**src/rtl/fault_recorder_pkg.sv**
```systemverilog
// Package: shared encodings for the fault recorder.
// Assumes the walker encodes permission faults as types 2 and 3.
package fault_recorder_pkg;
    typedef enum logic [1:0] {
        ACC_LOAD  = 2'd0,
        ACC_STORE = 2'd1,
        ACC_FETCH = 2'd2,
        ACC_ALT   = 2'd3
    } access_e;

    localparam int IDX_LSB   = 5;
    localparam int TYPE_LSB  = 2;
    localparam int LVL_LSB   = 8;
    localparam int VALID_BIT = 1;

    localparam logic [2:0] FT_PERM_A = 3'd2;
    localparam logic [2:0] FT_PERM_B = 3'd3;
endpackage

```
**src/rtl/fault_classify.sv**
```systemverilog
// Module: fault_classify
// Decides whether a reported fault is dropped, recorded with a trap, or
// recorded with full-permission completion; also forms the access index.
// Assumes all inputs are stable for the cycle; purely combinational.
module fault_classify
    import fault_recorder_pkg::*;
(
    input  logic       flt_valid,
    input  logic [1:0] flt_access,
    input  logic       flt_user,
    input  logic [2:0] flt_type,
    input  logic       ctl_nofault,
    input  logic       ctl_traps_en,
    output logic       record,
    output logic       suppress,
    output logic       is_fetch,
    output logic [2:0] acc_idx
);
    logic perm_fault;
    logic dropped;

    // Classify the fault and build the access index.
    always_comb begin
        perm_fault = (flt_type == FT_PERM_A) || (flt_type == FT_PERM_B);
        dropped    = flt_user && ctl_nofault && perm_fault;
        record     = flt_valid && !dropped;
        suppress   = ctl_nofault || !ctl_traps_en;
        is_fetch   = (flt_access == ACC_FETCH);
        acc_idx    = {flt_access == ACC_STORE, is_fetch, !flt_user};
    end
endmodule

```
**src/rtl/fault_regs.sv**
```systemverilog
// Module: fault_regs
// Holds the fault status and fault address registers and serves the CPU
// port. Priority per register: recorded fault, then write, then read-clear.
// Assumes DATA_W is wide enough for the status fields (at least 10 bits).
module fault_regs
    import fault_recorder_pkg::*;
#(
    parameter int DATA_W    = 32,
    parameter int PAGE_BITS = 12
) (
    input  logic              clk,
    input  logic              rst_n,
    input  logic              record,
    input  logic [2:0]        acc_idx,
    input  logic [2:0]        flt_type,
    input  logic [1:0]        flt_level,
    input  logic [DATA_W-1:0] flt_va,
    input  logic              reg_sel,
    input  logic              reg_rd,
    input  logic              reg_wr,
    input  logic [DATA_W-1:0] reg_wdata,
    output logic [DATA_W-1:0] reg_rdata,
    output logic [DATA_W-1:0] status_q,
    output logic [DATA_W-1:0] addr_q
);
    localparam logic [DATA_W-1:0] PAGE_MASK = ~((DATA_W'(1) << PAGE_BITS) - DATA_W'(1));

    logic              rd_clear;
    logic              wr_status;
    logic              wr_addr;
    logic [DATA_W-1:0] base;
    logic [DATA_W-1:0] fields;
    logic [DATA_W-1:0] merged;

    // Decode port strobes and form the merged status word.
    always_comb begin
        rd_clear  = reg_rd && !reg_sel;
        wr_status = reg_wr && !reg_sel;
        wr_addr   = reg_wr && reg_sel;
        base      = rd_clear ? '0 : status_q;
        fields    = (DATA_W'(acc_idx) << IDX_LSB) | (DATA_W'(flt_level) << LVL_LSB)
                  | (DATA_W'(flt_type) << TYPE_LSB) | (DATA_W'(1) << VALID_BIT);
        merged    = ((base != '0) ? DATA_W'(1) : '0) | fields;
    end

    // Status register update.
    always_ff @(posedge clk) begin
        if (!rst_n)         status_q <= '0;
        else if (record)    status_q <= merged;
        else if (wr_status) status_q <= reg_wdata;
        else if (rd_clear)  status_q <= '0;
    end

    // Address register update.
    always_ff @(posedge clk) begin
        if (!rst_n)       addr_q <= '0;
        else if (record)  addr_q <= flt_va & PAGE_MASK;
        else if (wr_addr) addr_q <= reg_wdata;
    end

    // Read mux.
    always_comb reg_rdata = reg_sel ? addr_q : status_q;
endmodule

```
**src/rtl/trap_pulse.sv**
```systemverilog
// Module: trap_pulse
// Registers the one-cycle outcome of a recorded fault: instruction trap,
// data trap, or full-permission grant. At most one fires per cycle.
module trap_pulse (
    input  logic clk,
    input  logic rst_n,
    input  logic record,
    input  logic suppress,
    input  logic is_fetch,
    output logic trap_ifetch,
    output logic trap_data,
    output logic grant_rwx
);
    // Outcome pulses, valid the cycle after the fault.
    always_ff @(posedge clk) begin
        if (!rst_n) begin
            trap_ifetch <= 1'b0;
            trap_data   <= 1'b0;
            grant_rwx   <= 1'b0;
        end else begin
            trap_ifetch <= record && !suppress && is_fetch;
            trap_data   <= record && !suppress && !is_fetch;
            grant_rwx   <= record && suppress;
        end
    end
endmodule

```
**src/rtl/fault_recorder.sv**
```systemverilog
// Module: fault_recorder (top)
// Records translation faults from a walker into status/address registers,
// flags overflow, and decides trap versus no-fault completion.
// Assumes at most one fault report per cycle.
module fault_recorder #(
    parameter int DATA_W    = 32,
    parameter int PAGE_BITS = 12
) (
    input  logic              clk,
    input  logic              rst_n,
    input  logic              flt_valid,
    input  logic [1:0]        flt_access,
    input  logic              flt_user,
    input  logic [2:0]        flt_type,
    input  logic [1:0]        flt_level,
    input  logic [DATA_W-1:0] flt_va,
    input  logic              ctl_nofault,
    input  logic              ctl_traps_en,
    input  logic              reg_sel,
    input  logic              reg_rd,
    input  logic              reg_wr,
    input  logic [DATA_W-1:0] reg_wdata,
    output logic [DATA_W-1:0] reg_rdata,
    output logic              trap_ifetch,
    output logic              trap_data,
    output logic              grant_rwx
);
    logic              record;
    logic              suppress;
    logic              is_fetch;
    logic [2:0]        acc_idx;
    logic [DATA_W-1:0] status_q;
    logic [DATA_W-1:0] addr_q;

    fault_classify u_cls (
        .flt_valid   (flt_valid),
        .flt_access  (flt_access),
        .flt_user    (flt_user),
        .flt_type    (flt_type),
        .ctl_nofault (ctl_nofault),
        .ctl_traps_en(ctl_traps_en),
        .record      (record),
        .suppress    (suppress),
        .is_fetch    (is_fetch),
        .acc_idx     (acc_idx)
    );

    fault_regs #(.DATA_W(DATA_W), .PAGE_BITS(PAGE_BITS)) u_regs (
        .clk      (clk),
        .rst_n    (rst_n),
        .record   (record),
        .acc_idx  (acc_idx),
        .flt_type (flt_type),
        .flt_level(flt_level),
        .flt_va   (flt_va),
        .reg_sel  (reg_sel),
        .reg_rd   (reg_rd),
        .reg_wr   (reg_wr),
        .reg_wdata(reg_wdata),
        .reg_rdata(reg_rdata),
        .status_q (status_q),
        .addr_q   (addr_q)
    );

    trap_pulse u_pulse (
        .clk        (clk),
        .rst_n      (rst_n),
        .record     (record),
        .suppress   (suppress),
        .is_fetch   (is_fetch),
        .trap_ifetch(trap_ifetch),
        .trap_data  (trap_data),
        .grant_rwx  (grant_rwx)
    );
endmodule

```
**config.mk**
```make
export PLATFORM = sky130hd
export DESIGN_NAME = fault_recorder
export DESIGN_NICKNAME = d
export VERILOG_FILES = /design/src/rtl/fault_recorder_pkg.sv /design/src/rtl/fault_classify.sv /design/src/rtl/fault_regs.sv /design/src/rtl/trap_pulse.sv /design/src/rtl/fault_recorder.sv
export SDC_FILE = /design/constraint.sdc
export NUM_CORES = 1
export LEC_CHECK = 0
export BUFFER_PORTS_ARGS = -buffer_cell sky130_fd_sc_hd__clkbuf_2
export CORE_AREA = 2 2 69 98
export DETAILED_ROUTE_END_ITERATION = 8
export DIE_AREA = 0 0 71 100
export PLACE_DENSITY = 0.78
export SYNTH_ARGS = -nofsm -noshare
export SYNTH_HDL_FRONTEND = slang
export SYNTH_SLANG_ARGS = --single-unit
```
**constraint.sdc**
```tcl
create_clock -name clk -period 1.31 [get_ports clk]
set_input_delay 0.131 -clock clk [delete_from_list [all_inputs] [get_ports clk]]
set_output_delay 0.131 -clock clk [all_outputs]
set_load 0.02 [all_outputs]
```
Word level (Yosys, flattened, before mapping)
Index checks and enable logic that the tools add are counted.
{ "totals": {"regBits": 67, "in_bits": 80, "elab_cells": 42} }
{ "op_classes": {"n_eq_ne": 4, "n_reduce_logical": 21, "mux": 7, "bitwise_logic": 4} }
{ "ops": {"columns": ["cell", "count"], "rows": [
  ["$mux W32", 6],
  ["$or A32 B32 Y32", 1],
  ["$or A32 B5 Y32", 1],
  ["$reduce_bool A32 Y1", 1],
  ["$logic_and A1 B1 Y1", 10],
  ["$or A8 B10 Y10", 1],
  ["$eq A3 B2 Y1 const B", 2],
  ["$logic_not A1 Y1", 6],
  ["$eq A2 B1 Y1 const B", 1],
  ["$eq A2 B2 Y1 const B", 1],
  ["$logic_or A1 B1 Y1", 2],
  ["$reduce_bool A2 Y1", 1],
  ["$reduce_or A2 Y1", 1],
  ["$mux W1", 1],
  ["$not A1 Y1", 1]
]} }

Logic depth before layout (Yosys ltp)
Gate-level depths: netlist of the first run.
{ "logic_depth": {"depth_word": 7, "mapped_depth": 6} }

Cells and area by module
From an unflattened synthesis of the first run, not the netlist that was laid out.
{ "hier_totals": {"cells_unflattened": 351, "hier_area_um2": 3179.3} }
{ "modules_own_cells": {"columns": ["module", "cells_each", "n_inst", "seq_area_each_um2", "area_each_um2"], "rows": [
  ["fault_regs", 338, 1, 1281.2, 3045.4],
  ["trap_pulse", 6, 1, 60.1, 88.8],
  ["fault_classify", 7, 1, 0.0, 45.0]
]} }

Least setup slack after synthesis of the first run
No wires, ideal clock.
{ "synth_path": {"kind": "register to register", "start": "register u_regs.status_q[2]", "end": "register u_regs.status_q[0]", "path_slack_ps": 287, "setup_time_ps": 127, "stages_incl_launch_ff": 5, "period_less_slack_ps": 1023, "arrival_time_ps": 897, "n_path_buf": 0, "t_required_ps": 1183, "path_cell_list": "dfxtp_1 > nor4_1 > nand4_1 > o221ai_1 > o21ai_0"} }
{ "synth_via": {"elab_chain_cells": 5} }
{ "synth_lines": {"columns": ["item", "line", "rtl"], "rows": [
  ["start, declared", "fault_regs.sv:23", "output logic [DATA_W-1:0] status_q,"],
  ["start signal, assigned", "fault_regs.sv:49", "else if (record) status_q <= merged;"],
  ["start signal, assigned", "fault_regs.sv:50", "else if (wr_status) status_q <= reg_wdata;"],
  ["$mux W32", "fault_regs.sv:40", "base = rd_clear ? '0 : status_q;"],
  ["$reduce_bool A32 Y1", "fault_regs.sv:43", "merged = ((base != '0) ? DATA_W'(1) : '0) | fields;"],
  ["$mux W1", "fault_regs.sv:43", null],
  ["$or A32 B32 Y32", "fault_regs.sv:43", null],
  ["$mux W32", "fault_regs.sv:49", null]
]} }
Every way passes these cells.
A chain may end at the register's enable or synchronous reset.

Worst setup path in the final report of the first run
{ "layout_path": {"start": "input flt_user", "end": "register u_regs.addr_q[12]"} }
{ "layout_via": {"elab_chain_cells": 5} }
{ "layout_lines": {"columns": ["item", "line", "rtl"], "rows": [
  ["start, declared", "fault_recorder.sv:13", "input logic flt_user,"],
  ["$logic_and A1 B1 Y1 * (2 in series)", "fault_classify.sv:25", "dropped = flt_user && ctl_nofault && perm_fault;"],
  ["$logic_not A1 Y1 *", "fault_classify.sv:26", "record = flt_valid && !dropped;"],
  ["$logic_and A1 B1 Y1 *", "fault_classify.sv:26", null],
  ["$mux W32 or $reduce_bool A2 Y1 (tied branches)", null, null],
  ["end signal, assigned", "fault_regs.sv:57", "else if (record) addr_q <= flt_va & PAGE_MASK;"],
  ["end signal, assigned", "fault_regs.sv:58", "else if (wr_addr) addr_q <= reg_wdata;"],
  ["end, declared", "fault_regs.sv:24", "output logic [DATA_W-1:0] addr_q"]
]} }
Every way passes the cells marked *; elsewhere a longest branch is shown, timed or not.

==> flow_metrics.tcl, run 1 <==
set metrics [dict create \
    p_switching_uw 1288 \
    p_leak_uw 0.001757 \
    port-buffer-count 102 \
    place_inst 483 \
    die_h_um 100 \
    synth_top_area_share_pct 45.06 \
    regToRegSetupSlack_ns 0.08 \
    io_pins 115 \
    hold_class "primary input to flop" \
    end_kind "flop" \
    clkSinkCount 67 \
    hold_depth 3 \
    dr.pass1.iters 5 \
    period_share_pct 95.96 \
    avgRoutedWirePerCell_um 15.86 \
    antenna_found_initial 0 \
    grt_start_max_net_pins 48 \
    routed_wl_mm 8.264 \
    start_util_pct 46.88 \
    drv_cap 0 \
    setup_violations 0 \
    first_global_vias 2845 \
    clock_latency_ns 0.35 \
    htree_levels 3 \
    holdPathEnd "u_regs.status_q[4]" \
    cp_cell_sequence "dlygate4sd3_1 -> clkbuf_2 -> nand4b_1 -> nand2_2 -> nand2_2 -> buf_12 -> o21ai_0" \
    synth_edf_count 0 \
    yosys_warnings 0 \
    drtIter0Drc 201 \
    clockBufferDepth 2 \
    power_uw 4862 \
    grt_usage_pct 23.58 \
    synthDistinctLibCells 30 \
    grt_pass1_wl_mm 13.09 \
    reg2reg_to "u_regs.status_q[0]" \
    clock_power_share_pct 38.8 \
    yosys.area.top_type "dfxtp_1" \
    intPower_uw 3574 \
    syn_area_um2 2977 \
    yosysMostFrequentCell "dfxtp_1" \
    synthTopCellsByArea "dfxtp_1, mux2_2, a22oi_1, mux2i_1, nand2_1" \
    cp_common_cell "nand2_2" \
    p_seq_share_pct 45.1 \
    cts_tree "yes" \
    path_clk_slew_ns 0.07 \
    core_region_area_um2 6350 \
    cts_inserted_buffers 9 \
    grt-ovfl-total 0 \
    synth_fp_nets 397 \
    ys_seq_elements 67 \
    drive_gt1_share_pct 39.15 \
    clockRootBuffer "clkbuf_8" \
    crit_start "flt_user" \
    worstMarginPinSlew_ns 0.4470 \
    tns_ns 0 \
    hpwl_mm 5.598 \
    yosysSeqAreaShare_pct 45.06 \
    min-delay-start "flt_type[2]" \
    worstSetupPathType "primary input to flop" \
    p_sw_share_pct 26.48 \
    finalCoreUtilization_pct 63.33 \
    synthTopCellsByCount "dfxtp_1, nand2_1, a22oi_1, mux2_2" \
    drc_errors 0 \
    vias 2860 \
    worst_ep_required_time_ns 1.54 \
    status "complete, no violations" \
    viasPerCell 5.489 \
    power_density_nw_per_um2 1209 \
    cp.arrival_ns 1.49 \
    fin_skew_ns 0.008148 \
    syn_area_per_cell_um2 9.390 \
    combPwrFrac_pct 16.2 \
    die_w_um 71 \
    final_cells 521 \
    slew_violations 0 \
    r2r_start "u_regs.status_q[19]" \
    antenna_cells 0 \
    gp_congestion 0.7614 \
    vdd_drop_max_mv 0.6288 \
    fillers 530 \
    start_kind "primary input" \
    ff2ff_path_depth 4 \
    syn_to_final_growth_pct 35.10 \
    final_nets 522 \
    crit_fanout 47 \
    placementRows 35 \
    crit_buf_inv 3 \
    die-area_um2 7100 \
    path_delay_family "buffers and inverters" \
    syn_inst 317 \
    slowest_stage "dlygate4sd3_1" \
    max_slew_margin_pct 70.13 \
    drtAntennaViolNets 0 \
    cpPeakStageDelay_ns 0.53 \
    async_reset_ff_share_pct 0 \
    clock.fmax_mhz 795.5 \
    synth_flop_cell "dfxtp_1" \
    hold_viol 0 \
    fin_crit_ns 1.257 \
]
## worst min-delay path: cells and delay by family
kind / cells / cell delay, ns
buffers and inverters: 1 / 0.09
AOI/OAI and AO/OA: 1 / 0.06
and+or+nand+nor: 1 / 0.04
## timing repair
item	in CTS	in global routing
gates resized for setup	0	7
hold endpoints to repair	20	1
setup buffers	0	1
hold buffers	20	1
endpoints found under the setup margin	0	21
## sequential cells by signal, summed over array words and instances (netlist names)
| signal | count |
|---|---|
| u_regs.status_q | 32 |
| u_pulse.trap_ifetch | 1 |
| u_pulse.trap_data | 1 |
| u_pulse.grant_rwx | 1 |
| u_regs.addr_q | 32 |
## power groups by stage
| stage | Sequential [uW] | Clock (uW) | Combinational [uW] |
|---|---|---|---|
| 5_1_grt | 2200 | 1990 | 854 |
| 6_report | 2190 | 1890 | 787 |
| 3_5_place_dp | 2230 | 0 | 726 |
| 2_1_floorplan | 2220 | 0 | 459 |
| 4_1_cts | 2190 | 1920 | 776 |
| 3_3_place_gp | 2230 | 0 | 715 |
## cells by family (layout without fill, tap and decap cells)
logic type / after synthesis / after routing / synth area share [%]
multiplexers: 52 / 52 / 18.83
flip-flops: 67 / 67 / 45.06
AO/OA/AOI/OAI: 76 / 76 / 15.97
buffers and inverters: 26 / 156 / 6.179
AND/OR/NAND/NOR: 96 / 96 / 13.96
## metal layers
metal / track usage, % / part of all wire (%)
met1: 26.94 / 41
met3: 5.020 / 5.7
met2: 41.12 / 51
met4: 11.90 / 2.7
met5: 0 / 0
## layout by cell type, fill, tap and decap left out, types with 3 or more instances in the layout
master / netlist / layout
a22oi_1: 32 / 32
o21ai_1: 24 / 24
nor2_1: 24 / 24
clkbuf_2: 0 / 102
dfxtp_1: 67 / 67
a21oi_1: 12 / 12
dlygate4sd3_1: 0 / 21
buf_4: 2 / 12
nor4_1: 8 / 6
nand2_1: 52 / 51
mux2i_1: 20 / 20
clkbuf_8: 0 / 9
buf_12: 2 / 4
mux2_2: 32 / 32
clkinv_2: 0 / 3
## through the flow
stage / setup WS, ns / hold WS [ns] / instance area, um^2
4_1_cts: 0.03067 / 0.0003584 / 3980
5_1_grt: -0.02150 / 0.006324 / 4021
3_5_place_dp: 0.03261 / 0.3391 / 3565
6_report: 0.05296 / 0.008793 / 4021
2_1_floorplan: 0.2866 / 0.2396 / 2977
3_3_place_gp: 0.05337 / 0.3322 / 3565
## worst max path at each step
| stage | end | slack [ns] | depth (start not counted) |
|---|---|---|---|
| finish | u_regs.addr_q[12] | 0.05 | 7 |
| global route | u_regs.status_q[6] | -0.02 | 7 |
| CTS | u_regs.status_q[0] | 0.03 | 4 |
| detailed placement | u_regs.status_q[0] | 0.03 | 4 |
| global placement | u_regs.status_q[0] | 0.05 | 4 |
| floorplan | u_regs.status_q[0] | 0.29 | 4 |
## area by class of cell
| cell class | instances | area (um^2) | area share, % |
|---|---|---|---|
| Clock inverter | 7 | 91.34 | 2.271 |
| Multi-Input combinational cell | 224 | 1478 | 36.75 |
| Inverter | 1 | 3.754 | 0.09334 |
| Tap cell | 74 | 92.59 | 2.302 |
| Clock buffer | 9 | 123.9 | 3.080 |
| Sequential cell | 67 | 1341 | 33.35 |
| Timing Repair Buffer | 139 | 890.9 | 22.15 |
Note: power is estimated with default switching activity, not from simulation.
==> run 2: changes to the inputs <==
--- a/config.mk
+++ b/config.mk
@@ -6,10 +6,10 @@
 export NUM_CORES = 1
 export LEC_CHECK = 0
 export BUFFER_PORTS_ARGS = -buffer_cell sky130_fd_sc_hd__clkbuf_2
-export CORE_AREA = 2 2 69 98
+export CORE_AREA = 2 2 67 95
 export DETAILED_ROUTE_END_ITERATION = 8
-export DIE_AREA = 0 0 71 100
-export PLACE_DENSITY = 0.78
+export DIE_AREA = 0 0 69 97
+export PLACE_DENSITY = 0.83
 export SYNTH_ARGS = -nofsm -noshare
 export SYNTH_HDL_FRONTEND = slang
 export SYNTH_SLANG_ARGS = --single-unit
==> constraint.sdc (replaced) <==
create_clock -name clk -period 1.6 [get_ports clk]
set_input_delay 0.16 -clock clk [delete_from_list [all_inputs] [get_ports clk]]
set_output_delay 0.16 -clock clk [all_outputs]
set_load 0.02 [all_outputs]
==> run 2 against run 1 <==
Against the previous run: via count fell by 4.9%; routed wire length is 4.9% lower; combinational power fell by 27%; largest power group unchanged; die area down 5.7%; flip-flop and latch count stayed put; critical path type is now primary input to output port; cell area is 7.2% lower; sequential power shrank 18%; global-route usage rose by 0.35 points.
==> flow_metrics.tcl, run 2 (synthesized netlist as in run 1, its figures left out) <==
set metrics [dict create \
    status "complete, no violations" \
    drv_cap 0 \
    slew_violations 0 \
    holdPathEnd "u_regs.status_q[8]" \
    drtAntennaViolNets 0 \
    placementRows 33 \
    clockBufferDepth 2 \
    r2r_start "u_regs.status_q[27]" \
    fin_skew_ns 0.004759 \
    clock_latency_ns 0.34 \
    grt-ovfl-total 0 \
    fillers 502 \
    ff2ff_path_depth 4 \
    gp_congestion 0.8057 \
    core_region_area_um2 5781 \
    p_leak_uw 0.001633 \
    worst_ep_required_time_ns 1.44 \
    grt_pass1_wl_mm 12.96 \
    final_nets 496 \
    grt_start_max_net_pins 36 \
    hpwl_mm 5.608 \
    max_slew_margin_pct 68.91 \
    hold_depth 3 \
    cp.arrival_ns 1.23 \
    reg2reg_to "u_regs.status_q[0]" \
    die-area_um2 6693 \
    start_util_pct 51.49 \
    avgRoutedWirePerCell_um 16.00 \
    ctsHoldBuffers 0 \
    clock.fmax_mhz 718.4 \
    vdd_drop_max_mv 0.7400 \
    layout_common_cells "clkbuf_2, dfxtp_1, nand2_1" \
    io_pins 115 \
    fin_crit_ns 1.392 \
    cts_setup_buffers 0 \
    tns_ns 0 \
    syn_to_final_growth_pct 25.35 \
    slowest_stage "mux2_2" \
    power_density_nw_per_um2 1059 \
    worstSetupPathType "primary input to output port" \
    start_kind "primary input" \
    cts_resized 0 \
    grt_usage_pct 23.94 \
    multiInputGateArea_um2 1454 \
    min-delay-start "flt_level[0]" \
    viasPerCell 5.540 \
    hold_class "primary input to flop" \
    drtIter0Drc 137 \
    cp_cell_sequence "clkbuf_2 -> buf_4 -> mux2_2 -> clkbuf_2" \
    vias 2720 \
    cpPeakStageDelay_ns 0.37 \
    port-buffer-count 102 \
    reg_top3 "u_regs.addr_q (32), u_regs.status_q (32)" \
    drive_gt1_share_pct 39.19 \
    clkSinkCount 67 \
    crit_fanout 11 \
    period_share_pct 86.99 \
    power_uw 3951 \
    routed_wl_mm 7.858 \
    antenna_cells 0 \
    final-seq-area_um2 1341 \
    final_common_cell "clkbuf_2" \
    antenna_found_initial 0 \
    clockRootBuffer "clkbuf_8" \
    end_kind "output port" \
    drc_errors 0 \
    cts_inserted_buffers 9 \
    worstMarginPinSlew_ns 0.4663 \
    die_w_um 69 \
    path_clk_slew_ns 0.07 \
    cts_tree "yes" \
    first_global_vias 2842 \
    regToRegSetupSlack_ns 0.30 \
    setup_violations 0 \
    dr.pass1.iters 6 \
    die_h_um 97 \
    rsz0062_at_grt "false" \
    hold_viol 0 \
    htree_levels 3 \
    cp_common_cell "clkbuf_2" \
]
run 2: worst max-delay path by stage:
stage                       start               end  slack, ns
after floorplan           reg_sel      reg_rdata[0]       0.57
after global placement    reg_sel  u_regs.addr_q[4]       0.18
after detailed placement  reg_sel  u_regs.addr_q[5]       0.16
after CTS                 reg_sel      reg_rdata[0]       0.21
after global routing      reg_sel      reg_rdata[0]       0.16
final                     reg_sel      reg_rdata[0]       0.21
run 2: layout make-up:
| cell class | instances | area share [%] |
|---|---|---|
| multi-input cells | 224 | 38.97 |
| flip-flops and latches | 67 | 35.95 |
| repair buffers | 113 | 16.57 |
| clock buffers | 10 | 3.689 |
| clock inverters | 6 | 2.381 |
| well taps | 70 | 2.347 |
| inverters | 1 | 0.1006 |
run 2: where the power goes:
group / switching (uW) / internal [uW]
sequential: 48.0 / 1740
clock: 662 / 919
combinational: 321 / 257
run 2: stage by stage:
step           cells  cell area [um^2]  hold slack, ns  utilization [%]  worst slack, ns
2_1_floorplan    317              2977          0.2686                -           0.5696
6_report         491              3731         0.02202            64.55           0.2081
3_5_place_dp     475              3505          0.3683            60.63           0.1556
5_1_grt          491              3731         0.03175            64.55           0.1601
3_3_place_gp     475              3505          0.3626            60.63           0.1768
4_1_cts          491              3731         0.01460            64.55           0.2053
run 2: critical path, delay by kind of cell:
family,cells,cell delay [ns]
mux,1,0.37
buf+inv,3,0.70
run 2: layer usage:
layer | wire length, um | up-vias | GRT usage (%)
met2 | 4187 | 93 | 44.23
met3 | 401 | 14 | 5.104
li1 | - | 1324 | -
met5 | 0 | - | 0
met4 | 179 | 0 | 8.446
met1 | 3090 | 1289 | 26.51
==> run 3: changes to the inputs <==
--- a/config.mk
+++ b/config.mk
@@ -6,10 +6,11 @@
 export NUM_CORES = 1
 export LEC_CHECK = 0
 export BUFFER_PORTS_ARGS = -buffer_cell sky130_fd_sc_hd__clkbuf_2
-export CORE_AREA = 2 2 67 95
+export CORE_AREA = 2 2 69 97
 export DETAILED_ROUTE_END_ITERATION = 8
-export DIE_AREA = 0 0 69 97
+export DIE_AREA = 0 0 71 99
 export PLACE_DENSITY = 0.83
 export SYNTH_ARGS = -nofsm -noshare
 export SYNTH_HDL_FRONTEND = slang
+export SYNTH_HIERARCHICAL = 1
 export SYNTH_SLANG_ARGS = --single-unit
==> run 3 against run 2 <==
Against the previous run: routed wire length increased by 2.3%; combinational power increased by 6.6%; hold slack improved by 0.035 ns; sequential share of layout area decreased by 1.8 points; highest routed layer unchanged; critical path type unchanged; cell area increased by 5.1%; maximum frequency decreased by 9.9%; first-iteration DRC count increased by 49%; largest cell class unchanged; critical path depth increased by 1; die area increased by 5.0%; sequential power about the same.
==> flow_metrics.tcl, run 3 <==
set metrics [dict create \
    hold_viol 0 \
    die_h_um 99 \
    layout_common_cells "clkbuf_2, dfxtp_1, nand2_1" \
    viasPerCell 5.495 \
    die_w_um 71 \
    worst_ep_required_time_ns 1.44 \
    vias 2874 \
    grt_usage_pct 23.34 \
    syn_to_final_growth_pct 23.38 \
    final_common_cell "clkbuf_2" \
    drv_cap 0 \
    intPower_uw 2852 \
    synthDistinctLibCells 34 \
    htree_levels 3 \
    syn_inst 351 \
    max_slew_margin_pct 29.92 \
    yosys_warnings 6 \
    clock.fmax_mhz 647.3 \
    yosysMostFrequentCell "dfxtp_1" \
    antenna_found_initial 0 \
    combPwrFrac_pct 16.1 \
    cts_resized 0 \
    synth_flop_cell "dfxtp_1" \
    cp_cell_sequence "clkbuf_2 -> buf_4 -> buf_4 -> mux2_2 -> clkbuf_2" \
    yosysSeqAreaShare_pct 42.19 \
    status "complete, no violations" \
    fin_skew_ns 0.006453 \
    clockRootBuffer "clkbuf_8" \
    avgRoutedWirePerCell_um 15.36 \
    final_cells 523 \
    final_nets 528 \
    synth_edf_count 0 \
    start_kind "primary input" \
    grt-ovfl-total 0 \
    core_region_area_um2 6168 \
    finalCoreUtilization_pct 63.59 \
    synth_top_area_share_pct 42.19 \
    port-buffer-count 102 \
    cpPeakStageDelay_ns 0.38 \
    end_kind "output port" \
    slowest_stage "mux2_2" \
    placementRows 34 \
    first_global_vias 2767 \
    reg_top3 "u_regs/addr_q (32), u_regs/status_q (32)" \
    p_sw_share_pct 25.37 \
    period_share_pct 96.56 \
    syn_area_um2 3179 \
    crit_fanout 19 \
    dr.pass1.iters 4 \
    drtAntennaViolNets 0 \
    path_clk_slew_ns 0.07 \
    antenna_cells 0 \
    power_uw 3822 \
    drive_gt1_share_pct 36.59 \
    cp.arrival_ns 1.38 \
    worstMarginPinSlew_ns 1.046 \
    yosys.area.top_type "dfxtp_1" \
    cts_tree "yes" \
    regToRegSetupSlack_ns 0.18 \
    setup_violations 0 \
    die-area_um2 7029 \
    ys_seq_elements 67 \
    io_pins 115 \
    clockBufferDepth 2 \
    clock_latency_ns 0.34 \
    cts_inserted_buffers 9 \
    async_reset_ff_share_pct 0 \
    slew_violations 0 \
    drtIter0Drc 204 \
    p_switching_uw 969.5 \
    worstSetupPathType "primary input to output port" \
    clock_power_share_pct 37.2 \
    drc_errors 0 \
    routed_wl_mm 8.035 \
    rsz0062_at_grt "false" \
    vdd_drop_max_mv 0.7662 \
    power_density_nw_per_um2 974.2 \
    place_inst 509 \
    grt_pass1_wl_mm 12.92 \
    ctsHoldBuffers 0 \
    grt_start_max_net_pins 27 \
    synthTopCellsByArea "dfxtp_1, mux2_2, a22oi_1, nand2_1, mux2i_1" \
    syn_area_per_cell_um2 9.058 \
    p_leak_uw 0.001754 \
    clkSinkCount 67 \
    synthTopCellsByCount "dfxtp_1, nand2_1, mux2_2, a22oi_1, and2_1" \
    cts_setup_buffers 0 \
    hold_ws_ns 0.05737 \
    p_seq_share_pct 46.7 \
    fin_crit_ns 1.545 \
    hold_class "primary input to flop" \
    start_util_pct 51.54 \
    hpwl_mm 5.816 \
    synth_fp_nets 431 \
    gp_congestion 0.8380 \
]
## run 3: through the flow
stage / setup TNS, ns / setup slack (ns) / instance area [um^2]
floorplan: 0 / 0.3449 / 3179
global placement: -0.03170 / -0.01091 / 3722
detailed placement: -0.8981 / -0.09626 / 3722
CTS: 0 / 0.06041 / 3923
global route: 0 / 0.01101 / 3923
finish: 0 / 0.05502 / 3923
## run 3: kinds of logic after synthesis
| logic type | count (synthesis) | synth area share [%] |
|---|---|---|
| DFF | 67 | 42.19 |
| AOI/OAI and AO/OA | 74 | 14.36 |
| muxes | 52 | 17.63 |
| and+or+nand+nor | 128 | 19.87 |
| buffers and inverters | 30 | 5.942 |
## run 3: metal layers
layer	global-route usage (%)	vias up	wire length [um]
met2	40.40	108	4195
met4	12.05	0	225
li1	-	1427	-
met3	3.885	18	435
met5	0	-	0
met1	27.35	1321	3179
## run 3: cell type report
type,instances,area [um^2]
Clock inverter,2,35.03
Inverter,1,3.754
Timing Repair Buffer,115,633.1
Clock buffer,12,165.2
Multi-Input combinational cell,254,1654
Tap cell,72,90.09
Sequential cell,67,1341
Fill cell,513,2246
## run 3: path summary, 6_finish.rpt
path / depth (start not counted) / start / to
setup / recovery: 5 / reg_sel / reg_rdata[11]
hold / removal: 3 / reg_wdata[6] / u_regs/addr_q[6]
setup reg to reg: 4 / u_regs/status_q[14] / u_regs/status_q[0]
hold reg to reg: 2 / u_regs/addr_q[9] / u_regs/addr_q[9]
## run 3: power by group through the flow
stage / Clock, uW / Sequential (uW) / Combinational, uW
after floorplan: 0 / 1810 / 406
after global placement: 0 / 1820 / 597
after detailed placement: 0 / 1820 / 610
after CTS: 1440 / 1780 / 615
after global routing: 1520 / 1790 / 672
final: 1420 / 1790 / 615
## run 3: worst max-delay path, delay by kind of cell
family,cells,cell delay [ns]
buffers and inverters,4,0.83
multiplexers,1,0.38
